### config.mk
export PLATFORM = sky130hd
export DESIGN_NAME = tmr_irq_cstat
export DESIGN_NICKNAME = d
export VERILOG_FILES = /design/src/rtl/tic_pkg.sv /design/src/rtl/tic_wr_decode.sv /design/src/rtl/tic_chan.sv /design/src/rtl/tmr_irq_cstat.sv
export SDC_FILE = /design/constraint.sdc
export NUM_CORES = 1
export LEC_CHECK = 0
export ABC_AREA = 1
export CORE_MARGIN = 8
export CORE_UTILIZATION = 28
export DETAILED_ROUTE_END_ITERATION = 16
export PLACE_DENSITY_LB_ADDON = 0.2
export SYNTH_ARGS = -nofsm -noshare
export SYNTH_HDL_FRONTEND = slang
export SYNTH_SLANG_ARGS = --single-unit
### constraint.sdc
create_clock -name clk -period 0.97 [get_ports clk]
set_clock_uncertainty 0.1 [all_clocks]
set_input_delay 0.194 -clock clk [delete_from_list [all_inputs] [get_ports clk]]
set_output_delay 0.194 -clock clk [all_outputs]
set_load 0.01 [all_outputs]
### src/rtl/tic_pkg.sv
package tic_pkg;

    localparam int unsigned N_CH   = 5;
    localparam int unsigned DATA_W = 32;
    localparam int unsigned ST_LO  = N_CH;
    localparam int unsigned USED_W = 2 * N_CH;

    // Per-channel command decoded from one register write.
    typedef struct packed {
        logic wr;       // a write happened this cycle
        logic en_val;   // new enable value
        logic st_clr;   // clear request for status
    } chan_cmd_t;

    // Per-channel stored state.
    typedef struct packed {
        logic en;
        logic st;
        logic irq;
    } chan_state_t;

    function automatic chan_cmd_t make_cmd(input logic wr,
                                           input logic en_bit,
                                           input logic clr_bit);
        chan_cmd_t c;
        c.wr     = wr;
        c.en_val = en_bit;
        c.st_clr = wr & clr_bit;
        return c;
    endfunction

endpackage

### src/rtl/tic_wr_decode.sv
module tic_wr_decode
    import tic_pkg::*;
#(
    parameter int unsigned NCH = N_CH,
    parameter int unsigned DW  = DATA_W
) (
    input  logic                     wr_en,
    input  logic [DW-1:0]            wr_data,
    output chan_cmd_t [NCH-1:0]      cmd
);
    localparam int unsigned STL = NCH;

    for (genvar i = 0; i < NCH; i++) begin : g_dec
        assign cmd[i] = make_cmd(wr_en, wr_data[i], wr_data[STL+i]);
    end

    // Bits above the status field are not decoded and so cannot change anything.
    logic unused_hi;
    assign unused_hi = ^wr_data[DW-1:2*NCH];

endmodule

### src/rtl/tic_chan.sv
module tic_chan
    import tic_pkg::*;
(
    input  logic        clk,
    input  logic        rst,
    input  logic        expiry,
    input  chan_cmd_t   cmd,
    output chan_state_t state
);
    chan_state_t q, d;

    always_comb begin
        d = q;
        if (cmd.wr) d.en = cmd.en_val;
        // Status: a set from expiry takes priority over a clear.
        if (expiry)          d.st = 1'b1;
        else if (cmd.st_clr) d.st = 1'b0;
        // Line: raised on an expiry while enabled (value before the write); dropped on an effective clear.
        if (expiry && q.en)                d.irq = 1'b1;
        else if (!expiry && cmd.st_clr)    d.irq = 1'b0;
    end

    always_ff @(posedge clk) begin
        if (rst) q <= '0;
        else     q <= d;
    end

    assign state = q;

endmodule

### src/rtl/tmr_irq_cstat.sv
module tmr_irq_cstat
    import tic_pkg::*;
#(
    parameter int unsigned NCH = N_CH,
    parameter int unsigned DW  = DATA_W
) (
    input  logic           clk,
    input  logic           rst,
    input  logic [NCH-1:0] expiry,
    input  logic           wr_en,
    input  logic [DW-1:0]  wr_data,
    output logic [DW-1:0]  rd_data,
    output logic [NCH-1:0] irq
);
    localparam int unsigned UW = 2 * NCH;

    chan_cmd_t   [NCH-1:0] cmd;
    chan_state_t [NCH-1:0] st;
    logic        [NCH-1:0] en_v, st_v;

    tic_wr_decode #(.NCH(NCH), .DW(DW)) u_dec (
        .wr_en   (wr_en),
        .wr_data (wr_data),
        .cmd     (cmd)
    );

    for (genvar i = 0; i < NCH; i++) begin : g_ch
        tic_chan u_ch (
            .clk    (clk),
            .rst    (rst),
            .expiry (expiry[i]),
            .cmd    (cmd[i]),
            .state  (st[i])
        );
        assign en_v[i] = st[i].en;
        assign st_v[i] = st[i].st;
        assign irq[i]  = st[i].irq;
    end

    assign rd_data = {{(DW-UW){1'b0}}, st_v, en_v};

endmodule

==> results.md, run 1 <==
* Post-CTS Setup Bufs at 0
* Post-route DRC at 0
* Tot GR Track Use at 7.80%
* Tcrit/Tclk final at 106%
* Setup crit start kind: flop
* Setup CP Type: flop to output port
* Largest area contributor in the netlist: dfxtp_1
* GPL Wtd Cong at 0.639
* Outcome: complete, but fails checks
* End of the worst register-to-register path: g_ch[4].u_ch.state[0]$_SDFFE_PP0P_
* Chip Width at 67.4 um
* Die Ht at 67.4 um
* Max clock buf depth at 2
* Worst skew pair latency at 0.28 ns
* Final HPWL from detailed placement at 1550 um
* Total vias in the final route at 620
* Non-Filler Instances at 162
* Avg Cell Area, Syn at 8.14 um2
* Setup violators final at 15
* Post-layout power at 1.40 mW
* Switch share at 28.0%
* Worst r2r src: g_ch[4].u_ch.state[2]$_SDFFE_PP0P_
* Max Fanout on Critical Path at 2
* Hold_sp: wr_en
* Final Hold Fails at 0
* # rows at 18
* Initial Util at 29.6%
* First-pass GRT wire length at 2750 um
* Warnings, synthesis at 0
* Routed wire per std cell at 11.4 um
* Hold Path Sink: g_ch[2].u_ch.state[2]$_SDFFE_PP0P_
* Vias in the first global route at 636
* IO Port Bufs at 32
* Clock tree sinks at 15
* Class of the worst hold path: input pin to flop
* DRT Wirelength at 1840 um
* Clock share of power at 25.3%
* DIE AREA at 4550 um2
* Peak Freq at 0.973 GHz
* Failing checks: negative setup slack
* # H-tree levels at 1
* Largest net degree at the start of global routing at 11
* Most used routing layer: met2
* Antenna violations before repair at 0
* Synthesized area at 741 um2
* Synth top area share at 40.5%
* CP Capture Type: output port
* Net switching power at 0.392 mW
* Slew Limit Fails at 0
* Vias per cell at 3.83
* Post-Synthesis Cells at 91
* Kind of cell adding the most delay to the critical path: flip-flops
* CTS tree: done
* Clock root buffer: clkbuf_4
* Total gr overflow at 0
* Largest register FFs at 15
* Final nets at 173
* TritonRoute pass-1 iters at 3
* P_int at 1.01 mW
* Final worst slack at -0.0579 ns
* Antenna cells at 0
* RSZ-0062 raised after global routing: yes
* Met1 usage at 7.35%
* Flop pwr share at 49.6%
* Combinational share of power at 25.1%
* DRT iter0 DRCs at 1
* Max-cap check violation count at 0
* Dpl cells at 158
* Area growth syn-to-layout at 51.9%
* Register-to-Register Path Depth at 3
* Crit-path cells: buf_6
* Worst EP arrival at 0.73 ns
* Data required, critical path at 0.68 ns
* Peak VDD IR at 730 uV
* PD cells at 1240 nW/um2
* Core ar. at 2500 um2
* Area contributors post-synth: dfxtp_1 (41%), buf_4 (22%), nor2_1 (13%), nand3_2 (6.8%), nand2_2 (4.2%)
* Fraction of layout cells with a size suffix above 1 at 40.2%
* Filler cells at 263
* I/O Pins at 77
* R2R Setup Slk at 0.08 ns
* Met3 Usage GRT at 4.30%
* Crit path buf inv count at 1
* Hold path depth at 4
* Critical path's slowest cell: dfxtp_2
* Synth unique cells at 12
* Static leakage at 0.550 nW
* Crit path time final at 1.03 ns
* Worst stage delay on the critical path at 0.34 ns
* Num CTS Buffers at 3
* Flops & latches, synth at 15
* Final ANT Viol Nets at 0
* Sequential fraction of the synthesis area at 40.5%
* Met2 Use GR at 14.2%
* Reg clk slew, reported paths at 0.09 ns
Yosys cell counts (all sizes together):
master / n
a21oi: 5
nor2: 25
nand2: 5
conb: 1
o21ai: 5
dfxtp: 15
nand3: 5
buf: 23
inv: 7
kinds of logic after synthesis:
logic type / Yosys count / share of synthesized area [%]
flip-flops: 15 / 40.5
buffers and inverters: 30 / 28.0
AND/OR/NAND/NOR: 35 / 23.6
AO/OA/AOI/OAI: 10 / 7.26
other: 1 / 0.506
final cells by class:
class / count / area, um2 / area share [%]
Tap cell: 30 / 37.5 / 3.34
Clock buffer: 3 / 22.5 / 2.00
Sequential cell: 15 / 319 / 28.4
Inverter: 7 / 31.3 / 2.78
Clock inverter: 1 / 5.00 / 0.445
Timing Repair Buffer: 39 / 398 / 35.4
Multi-Input combinational cell: 67 / 312 / 27.7
metal layers:
metal / vias to the layer above / wire length [um]
li1: 317 / -
met1: 269 / 660
met2: 34 / 877
met3: 0 / 301
met4: 0 / 0
met5: - / 0
per-stage QoR:
| step | area (um2) | hold WS (ns) | worst slack, ns | setup TNS [ns] | util (%) |
|---|---|---|---|---|---|
| 6_report | 1120 | 0.245 | -0.0579 | -0.746 | 45.0 |
| 5_1_grt | 1120 | 0.290 | -0.0941 | -1.29 | 45.0 |
| 4_1_cts | 1120 | 0.376 | -0.0738 | -1.02 | 44.7 |
| 3_5_place_dp | 1050 | 0.379 | -0.304 | -6.80 | 42.1 |
| 3_3_place_gp | 1050 | 0.370 | -0.280 | -6.56 | 42.1 |
| 2_1_floorplan | 820 | 0.223 | 0.233 | 0 | - |
cells in the final DEF (no fill, tap or decap):
master and n:
o21ai_1 4, buf_4 6, inv_1 6, clkinv_2 1
dfxtp_2 15, o21ai_2 1, dlymetal6s2s_1 1, nand3_2 5
inv_6 1, nor2_1 25, a21oi_1 5, clkdlybuf4s50_1 16
clkbuf_4 3, conb_1 22, nand2_2 5, buf_6 16
worst max-delay path by stage:
| stage | from | endpoint | slack (ns) | depth (start not counted) |
|---|---|---|---|---|
| 5_1_grt | g_ch[3].u_ch.state[0]$_SDFFE_PP0P_ | irq[3] | -0.09 | 1 |
| 4_1_cts | g_ch[2].u_ch.state[0]$_SDFFE_PP0P_ | irq[2] | -0.07 | 1 |
| 3_5_place_dp | wr_en | g_ch[2].u_ch.state[0]$_SDFFE_PP0P_ | -0.30 | 5 |
| 6_report | g_ch[4].u_ch.state[0]$_SDFFE_PP0P_ | irq[4] | -0.06 | 1 |
| 3_3_place_gp | wr_en | g_ch[2].u_ch.state[0]$_SDFFE_PP0P_ | -0.28 | 5 |
| 2_1_floorplan | g_ch[3].u_ch.state[2]$_SDFFE_PP0P_ | g_ch[3].u_ch.state[0]$_SDFFE_PP0P_ | 0.23 | 2 |
repair_timing:
action,CTS,global route
gates cloned,0,0
hold buffers,0,0
resized for setup,90,2
endpoints found under the setup margin,15,26
power groups by stage:
stage          Clock [mW]  Sequential [mW]  Combinational, mW
2_1_floorplan           0            0.713              0.187
3_3_place_gp            0            0.691              0.340
3_5_place_dp            0            0.691              0.343
4_1_cts             0.382            0.694              0.350
5_1_grt             0.404            0.699              0.383
6_report            0.354            0.694              0.351
No activity file was read; power rests on OpenSTA's default activity.
==> inputs of run 2 (changes only) <==
==> constraint.sdc (replaced) <==
create_clock -name clk -period 0.97 [get_ports clk]
set_clock_uncertainty 0.1 [all_clocks]
set_input_delay 0.2425 -clock clk [delete_from_list [all_inputs] [get_ports clk]]
set_output_delay 0.2425 -clock clk [all_outputs]
set_load 0.01 [all_outputs]
==> results.md, run 2 (same netlist as run 1, synthesis figures left out) <==
* RSZ-0062 raised after global routing: yes (unchanged)
* Total vias in the final route at 629 (was 620)
* Outcome: complete, but fails checks (unchanged)
* Max clock buf depth at 2 (unchanged)
* DRT Wirelength at 1830 um (was 1840 um)
* Worst skew pair latency at 0.27 ns (was 0.28 ns)
* Critical path's slowest cell: dfxtp_2 (unchanged)
* Max-cap check violation count at 0 (unchanged)
* Failing checks: negative setup slack (unchanged)
* Crit-path cells: buf_6 (unchanged)
* Met1 usage at 7.52% (was 7.35%)
* Vias per cell at 3.86 (was 3.83)
* CTS tree: done (unchanged)
* Class of the worst hold path: input pin to flop (unchanged)
* Hold_ws at 0.191 ns (was 0.245 ns)
* Peak VDD IR at 708 uV (was 730 uV)
* Final ANT Viol Nets at 0 (unchanged)
* Largest register FFs at 15 (unchanged)
* CP Capture Type: output port (unchanged)
* Util after Layout at 45.2% (was 45.0%)
* Met3 Usage GRT at 4.14% (was 4.30%)
* Initial Util at 29.6% (unchanged)
* TritonRoute pass-1 iters at 3 (unchanged)
* Core ar. at 2500 um2 (unchanged)
* Commonest non-fill, non-tap cell in the layout: nor2_1 (unchanged)
* Max Fanout on Critical Path at 2 (unchanged)
* Peak Freq at 0.935 GHz (was 0.973 GHz)
* Total gr overflow at 0 (unchanged)
* Setup violators final at 15 (unchanged)
* Final worst slack at -0.0995 ns (was -0.0579 ns)
* Data required, critical path at 0.63 ns (was 0.68 ns)
* Post-route DRC at 0 (unchanged)
* CP Launch Point: g_ch[1].u_ch.state[2]$_SDFFE_PP0P_ (was g_ch[4].u_ch.state[0]$_SDFFE_PP0P_)
* Antenna cells at 0 (unchanged)
* Slew Limit Fails at 0 (unchanged)
* Crit path time final at 1.07 ns (was 1.03 ns)
* Chip Width at 67.4 um (unchanged)
* Die Ht at 67.4 um (unchanged)
* Reg clk slew, reported paths at 0.09 ns (about the same)
* Static leakage at 0.554 nW (was 0.550 nW)
* First-pass GRT wire length at 2820 um (was 2750 um)
* I/O Pins at 77 (unchanged)
* Clock root buffer: clkbuf_4 (unchanged)
* Tcrit/Tclk final at 110% (was 106%)
* Hold_sp: expiry[1] (was wr_en)
* Dpl cells at 158 (unchanged)
* DIE AREA at 4550 um2 (unchanged)
* Crit path buf inv count at 1 (unchanged)
* IO Port Bufs at 32 (unchanged)
* Area growth syn-to-layout at 52.5% (was 51.9%)
* Routed wire per std cell at 11.2 um (was 11.4 um)
* Post-layout power at 1.39 mW (was 1.40 mW)
* # rows at 18 (unchanged)
* Clock tree sinks at 15 (unchanged)
* Setup CP Type: flop to output port (unchanged)
* Commonest non-fill, non-tap cells in the layout: nor2_1 (25), conb_1 (22), buf_6 (16) (was nor2_1 (25), conb_1 (22), clkdlybuf4s50_1 (16), buf_6 (16), dfxtp_2 (15))
* PD cells at 1230 nW/um2 (was 1240 nW/um2)
* # H-tree levels at 1 (unchanged)
* Antenna violations before repair at 0 (unchanged)
* Vias in the first global route at 647 (was 636)
* GPL Wtd Cong at 0.639 (unchanged)
* Fraction of layout cells with a size suffix above 1 at 39.8% (was 40.2%)
* DRT iter0 DRCs at 5 (was 1)
* Worst stage delay on the critical path at 0.34 ns (about the same)
* Worst r2r src: g_ch[4].u_ch.state[2]$_SDFFE_PP0P_ (unchanged)
* Final nets at 174 (was 173)
* Kind of cell adding the most delay to the critical path: flip-flops (unchanged)
* Final Hold Fails at 0 (unchanged)
* Worst EP arrival at 0.73 ns (about the same)
* Met2 Use GR at 14.6% (was 14.2%)
* Num CTS Buffers at 3 (unchanged)
* Setup crit start kind: flop (unchanged)
* Most used routing layer: met2 (unchanged)
* Largest net degree at the start of global routing at 11 (unchanged)
* Post-placement setup slack at -0.349 ns (was -0.304 ns)
* Non-Filler Instances at 163 (was 162)
* Tot GR Track Use at 7.93% (was 7.80%)
* Final HPWL from detailed placement at 1550 um (about the same)
## run 2: cell count changes in the layout (fill, tap and decap cells not counted), sizes merged
cell	before	now
buf	22	23
clkbuf	3	4
clkdlybuf4s50	16	15
clkinv	1	0
dlygate4sd2	0	1
## run 2: final timing paths
| path | endpoint | slack, ns | cells after the start |
|---|---|---|---|
| max reg2reg | g_ch[4].u_ch.state[0]$_SDFFE_PP0P_ | 0.09 | 3 |
| max | rd_data[1] | -0.1 | 1 |
| min | g_ch[1].u_ch.state[1]$_SDFFE_PP0P_ | 0.19 | 3 |
| min reg2reg | g_ch[1].u_ch.state[0]$_SDFFE_PP0P_ | 0.39 | 2 |
## run 2: layout make-up
type	count	area, um2
clock buffers	4	26.3
fillers	268	1370
inverters	7	31.3
multi-input cells	67	312
flip-flops and latches	15	319
well taps	30	37.5
repair buffers	40	404
## run 2: per-stage QoR
stage / instance area (um2) / setup TNS (ns)
finish: 1130 / -1.35
global route: 1130 / -1.85
CTS: 1130 / -1.56
detailed placement: 1050 / -8.26
global placement: 1050 / -8.01
floorplan: 820 / 0
## run 2: worst register-to-register path: stages (launching register included)
cell and delay [ns]:
dfxtp_2 0.33, buf_4 0.13, a21oi_1 0.15, nor2_1 0.06
## run 2: power by group
group | internal (mW) | leakage, nW | switching (mW)
clock network | 0.159 | 0.0150 | 0.185
registers | 0.665 | 0.129 | 0.0280
logic | 0.190 | 0.410 | 0.161
total | 1.01 | 0.554 | 0.375
## run 2: per-layer routing
metal,vias up,wire (um)
li1,320,-
met1,269,677
met2,36,851
met3,4,276
met4,0,21
met5,-,0
## run 2: repair_timing
| action | in CTS | in global routing |
|---|---|---|
| setup buffers | 1 | 0 |
| endpoints found under the setup margin | 26 | 17 |
| hold buffers | 0 | 0 |
| resized for setup | 92 | 1 |
==> inputs of run 3 (changes only) <==
- CORE_MARGIN: 8 -> unset
- REMOVE_ABC_BUFFERS: unset -> 1
==> results.md, run 3 (same netlist as run 1, synthesis figures left out) <==
* Outcome: complete, but fails checks (unchanged)
* Failing checks: negative setup slack (unchanged)
* PD cells at 1240 nW/um2 (was 1230 nW/um2)
* P_int at 1.01 mW (about the same)
* Hold path depth at 4 (was 3)
* # rows at 18 (unchanged)
* Setup crit start kind: flop (unchanged)
* Final nets at 174 (unchanged)
* Max-cap check violation count at 0 (unchanged)
* Hold_sp: wr_en (was expiry[1])
* # H-tree levels at 1 (unchanged)
* Critical path's slowest cell: dfxtp_2 (unchanged)
* Crit path time final at 1.08 ns (was 1.07 ns)
* DRT iter0 DRCs at 3 (was 5)
* Crit-path cells: buf_6 (unchanged)
* Net switching power at 0.389 mW (was 0.375 mW)
* Core ar. at 2480 um2 (was 2500 um2)
* Met2 Use GR at 19.8% (was 14.6%)
* Fin area at 1130 um2 (about the same)
* Initial Util at 29.9% (was 29.6%)
* Worst EP arrival at 0.74 ns (was 0.73 ns)
* RSZ-0062 raised after global routing: yes (unchanged)
* Class of the worst hold path: input pin to flop (unchanged)
* Chip Width at 53.4 um (was 67.4 um)
* Num CTS Buffers at 3 (unchanged)
* GPL Wtd Cong at 0.663 (was 0.639)
* Static leakage at 0.547 nW (was 0.554 nW)
* Max Fanout on Critical Path at 2 (unchanged)
* End of the worst register-to-register path: g_ch[1].u_ch.state[0]$_SDFFE_PP0P_ (was g_ch[4].u_ch.state[0]$_SDFFE_PP0P_)
* Final ANT Viol Nets at 0 (unchanged)
* Hold_ws at 0.381 ns (was 0.191 ns)
* Post-layout power at 1.40 mW (was 1.39 mW)
* Commonest non-fill, non-tap cell in the layout: nor2_1 (unchanged)
* Slew Limit Fails at 0 (unchanged)
* Post-route DRC at 0 (unchanged)
* Fraction of layout cells with a size suffix above 1 at 40.6% (was 39.8%)
* Total vias in the final route at 628 (was 629)
* TritonRoute pass-1 iters at 2 (was 3)
* Clock root buffer: clkbuf_4 (unchanged)
* CTS tree: done (unchanged)
* DRT Wirelength at 1480 um (was 1830 um)
* Worst stage delay on the critical path at 0.34 ns (about the same)
* Antenna cells at 0 (unchanged)
* Die Ht at 53.4 um (was 67.4 um)
* Vias per cell at 3.85 (was 3.86)
* Clock share of power at 25.6% (was 24.8%)
* CP Capture Type: output port (unchanged)
* Crit path buf inv count at 1 (unchanged)
* Data required, critical path at 0.63 ns (about the same)
* R2R Setup Slk at 0.11 ns (was 0.09 ns)
* Routed wire per std cell at 9.09 um (was 11.2 um)
* Vias in the first global route at 576 (was 647)
* Final HPWL from detailed placement at 1160 um (was 1550 um)
* Commonest non-fill, non-tap cells in the layout: nor2_1 (25), conb_1 (22), clkdlybuf4s50_1 (16), buf_6 (16), dfxtp_2 (15) (was nor2_1 (25), conb_1 (22), buf_6 (16))
* Antenna violations before repair at 0 (unchanged)
* Peak VDD IR at 684 uV (was 708 uV)
* Tcrit/Tclk final at 111% (was 110%)
* Worst r2r src: g_ch[1].u_ch.state[2]$_SDFFE_PP0P_ (was g_ch[4].u_ch.state[2]$_SDFFE_PP0P_)
* Final worst slack at -0.110 ns (was -0.0995 ns)
* Largest net degree at the start of global routing at 11 (unchanged)
* Worst skew pair latency at 0.27 ns (about the same)
* Kind of cell adding the most delay to the critical path: flip-flops (unchanged)
* Total gr overflow at 0 (unchanged)
* Most used routing layer: met2 (unchanged)
* Met3 Usage GRT at 4.31% (was 4.14%)
* Hold-fix buffers, CTS at 0 (unchanged)
* Switch share at 27.8% (was 27.0%)
* Setup CP Type: flop to output port (unchanged)
* DIE AREA at 2860 um2 (was 4550 um2)
* Tot GR Track Use at 12.1% (was 7.93%)
* Met1 usage at 13.4% (was 7.52%)
* Register-to-Register Path Depth at 3 (unchanged)
* Area growth syn-to-layout at 52.4% (was 52.5%)
* Hold Path Sink: g_ch[1].u_ch.state[2]$_SDFFE_PP0P_ (was g_ch[1].u_ch.state[1]$_SDFFE_PP0P_)
* IO Port Bufs at 32 (unchanged)
* Critical path depth at 1 (unchanged)
* Largest register FFs at 15 (unchanged)
* Flop pwr share at 49.6% (was 49.9%)
* I/O Pins at 77 (unchanged)
* Dpl cell area at 1050 um2 (unchanged)
* Final Hold Fails at 0 (unchanged)
* Max clock buf depth at 2 (unchanged)
* Combinational share of power at 24.8% (was 25.3%)
* First-pass GRT wire length at 2420 um (was 2820 um)
* Setup violators final at 15 (unchanged)
* Clock tree sinks at 15 (unchanged)
* Reg clk slew, reported paths at 0.10 ns (was 0.09 ns)
* Peak Freq at 0.926 GHz (was 0.935 GHz)
* Fin Setup TNS at -1.49 ns (was -1.35 ns)
[run 3: cell types whose count changed in the layout (fill, tap and decap cells not counted)]
cell	change
clkbuf_1	-1
clkdlybuf4s50_1	+1
clkinv_2	+1
dlymetal6s2s_1	-1
[run 3: power by group through the flow]
stage	combinational [mW]	clock, mW	sequential (mW)
finish	0.346	0.358	0.693
global route	0.385	0.423	0.698
CTS	0.350	0.381	0.694
detailed placement	0.339	0	0.692
global placement	0.336	0	0.691
floorplan	0.111	0	0.713
[run 3: final cells by class]
class / instances / area [um2]
Clock buffer: 3 / 22.5
Clock inverter: 1 / 5.00
Fill cell: 280 / 1350
Inverter: 7 / 31.3
Multi-Input combinational cell: 67 / 312
Sequential cell: 15 / 319
Tap cell: 30 / 37.5
Timing Repair Buffer: 40 / 402
[run 3: per-layer routing]
layer | part of all wire [%] | wire (um)
met2 | 46 | 681
met5 | 0 | 0
met1 | 41 | 614
met4 | 0.81 | 12
met3 | 12 | 172
[run 3: repair_timing]
| action | CTS | global route |
|---|---|---|
| endpoints found under the setup margin | 23 | 15 |
| pin swaps | 0 | 0 |
| resized for setup | 92 | 0 |
| setup buffers | 1 | 0 |
[run 3: stage by stage]
stage	cells	setup slack [ns]	utilization (%)
final	163	-0.110	45.6
after global routing	163	-0.163	45.6
after CTS	163	-0.125	45.6
after detailed placement	158	-0.356	42.5
after global placement	158	-0.342	42.5
after floorplan	89	0.233	-
[run 3: worst max-delay path by stage]
stage	start	endpoint	slack (ns)
after floorplan	g_ch[3].u_ch.state[2]$_SDFFE_PP0P_	g_ch[3].u_ch.state[0]$_SDFFE_PP0P_	0.23
after global placement	wr_en	g_ch[2].u_ch.state[0]$_SDFFE_PP0P_	-0.34
after detailed placement	wr_en	g_ch[1].u_ch.state[0]$_SDFFE_PP0P_	-0.36
after CTS	g_ch[3].u_ch.state[0]$_SDFFE_PP0P_	irq[3]	-0.12
after global routing	g_ch[3].u_ch.state[0]$_SDFFE_PP0P_	irq[3]	-0.16
final	g_ch[3].u_ch.state[0]$_SDFFE_PP0P_	irq[3]	-0.11
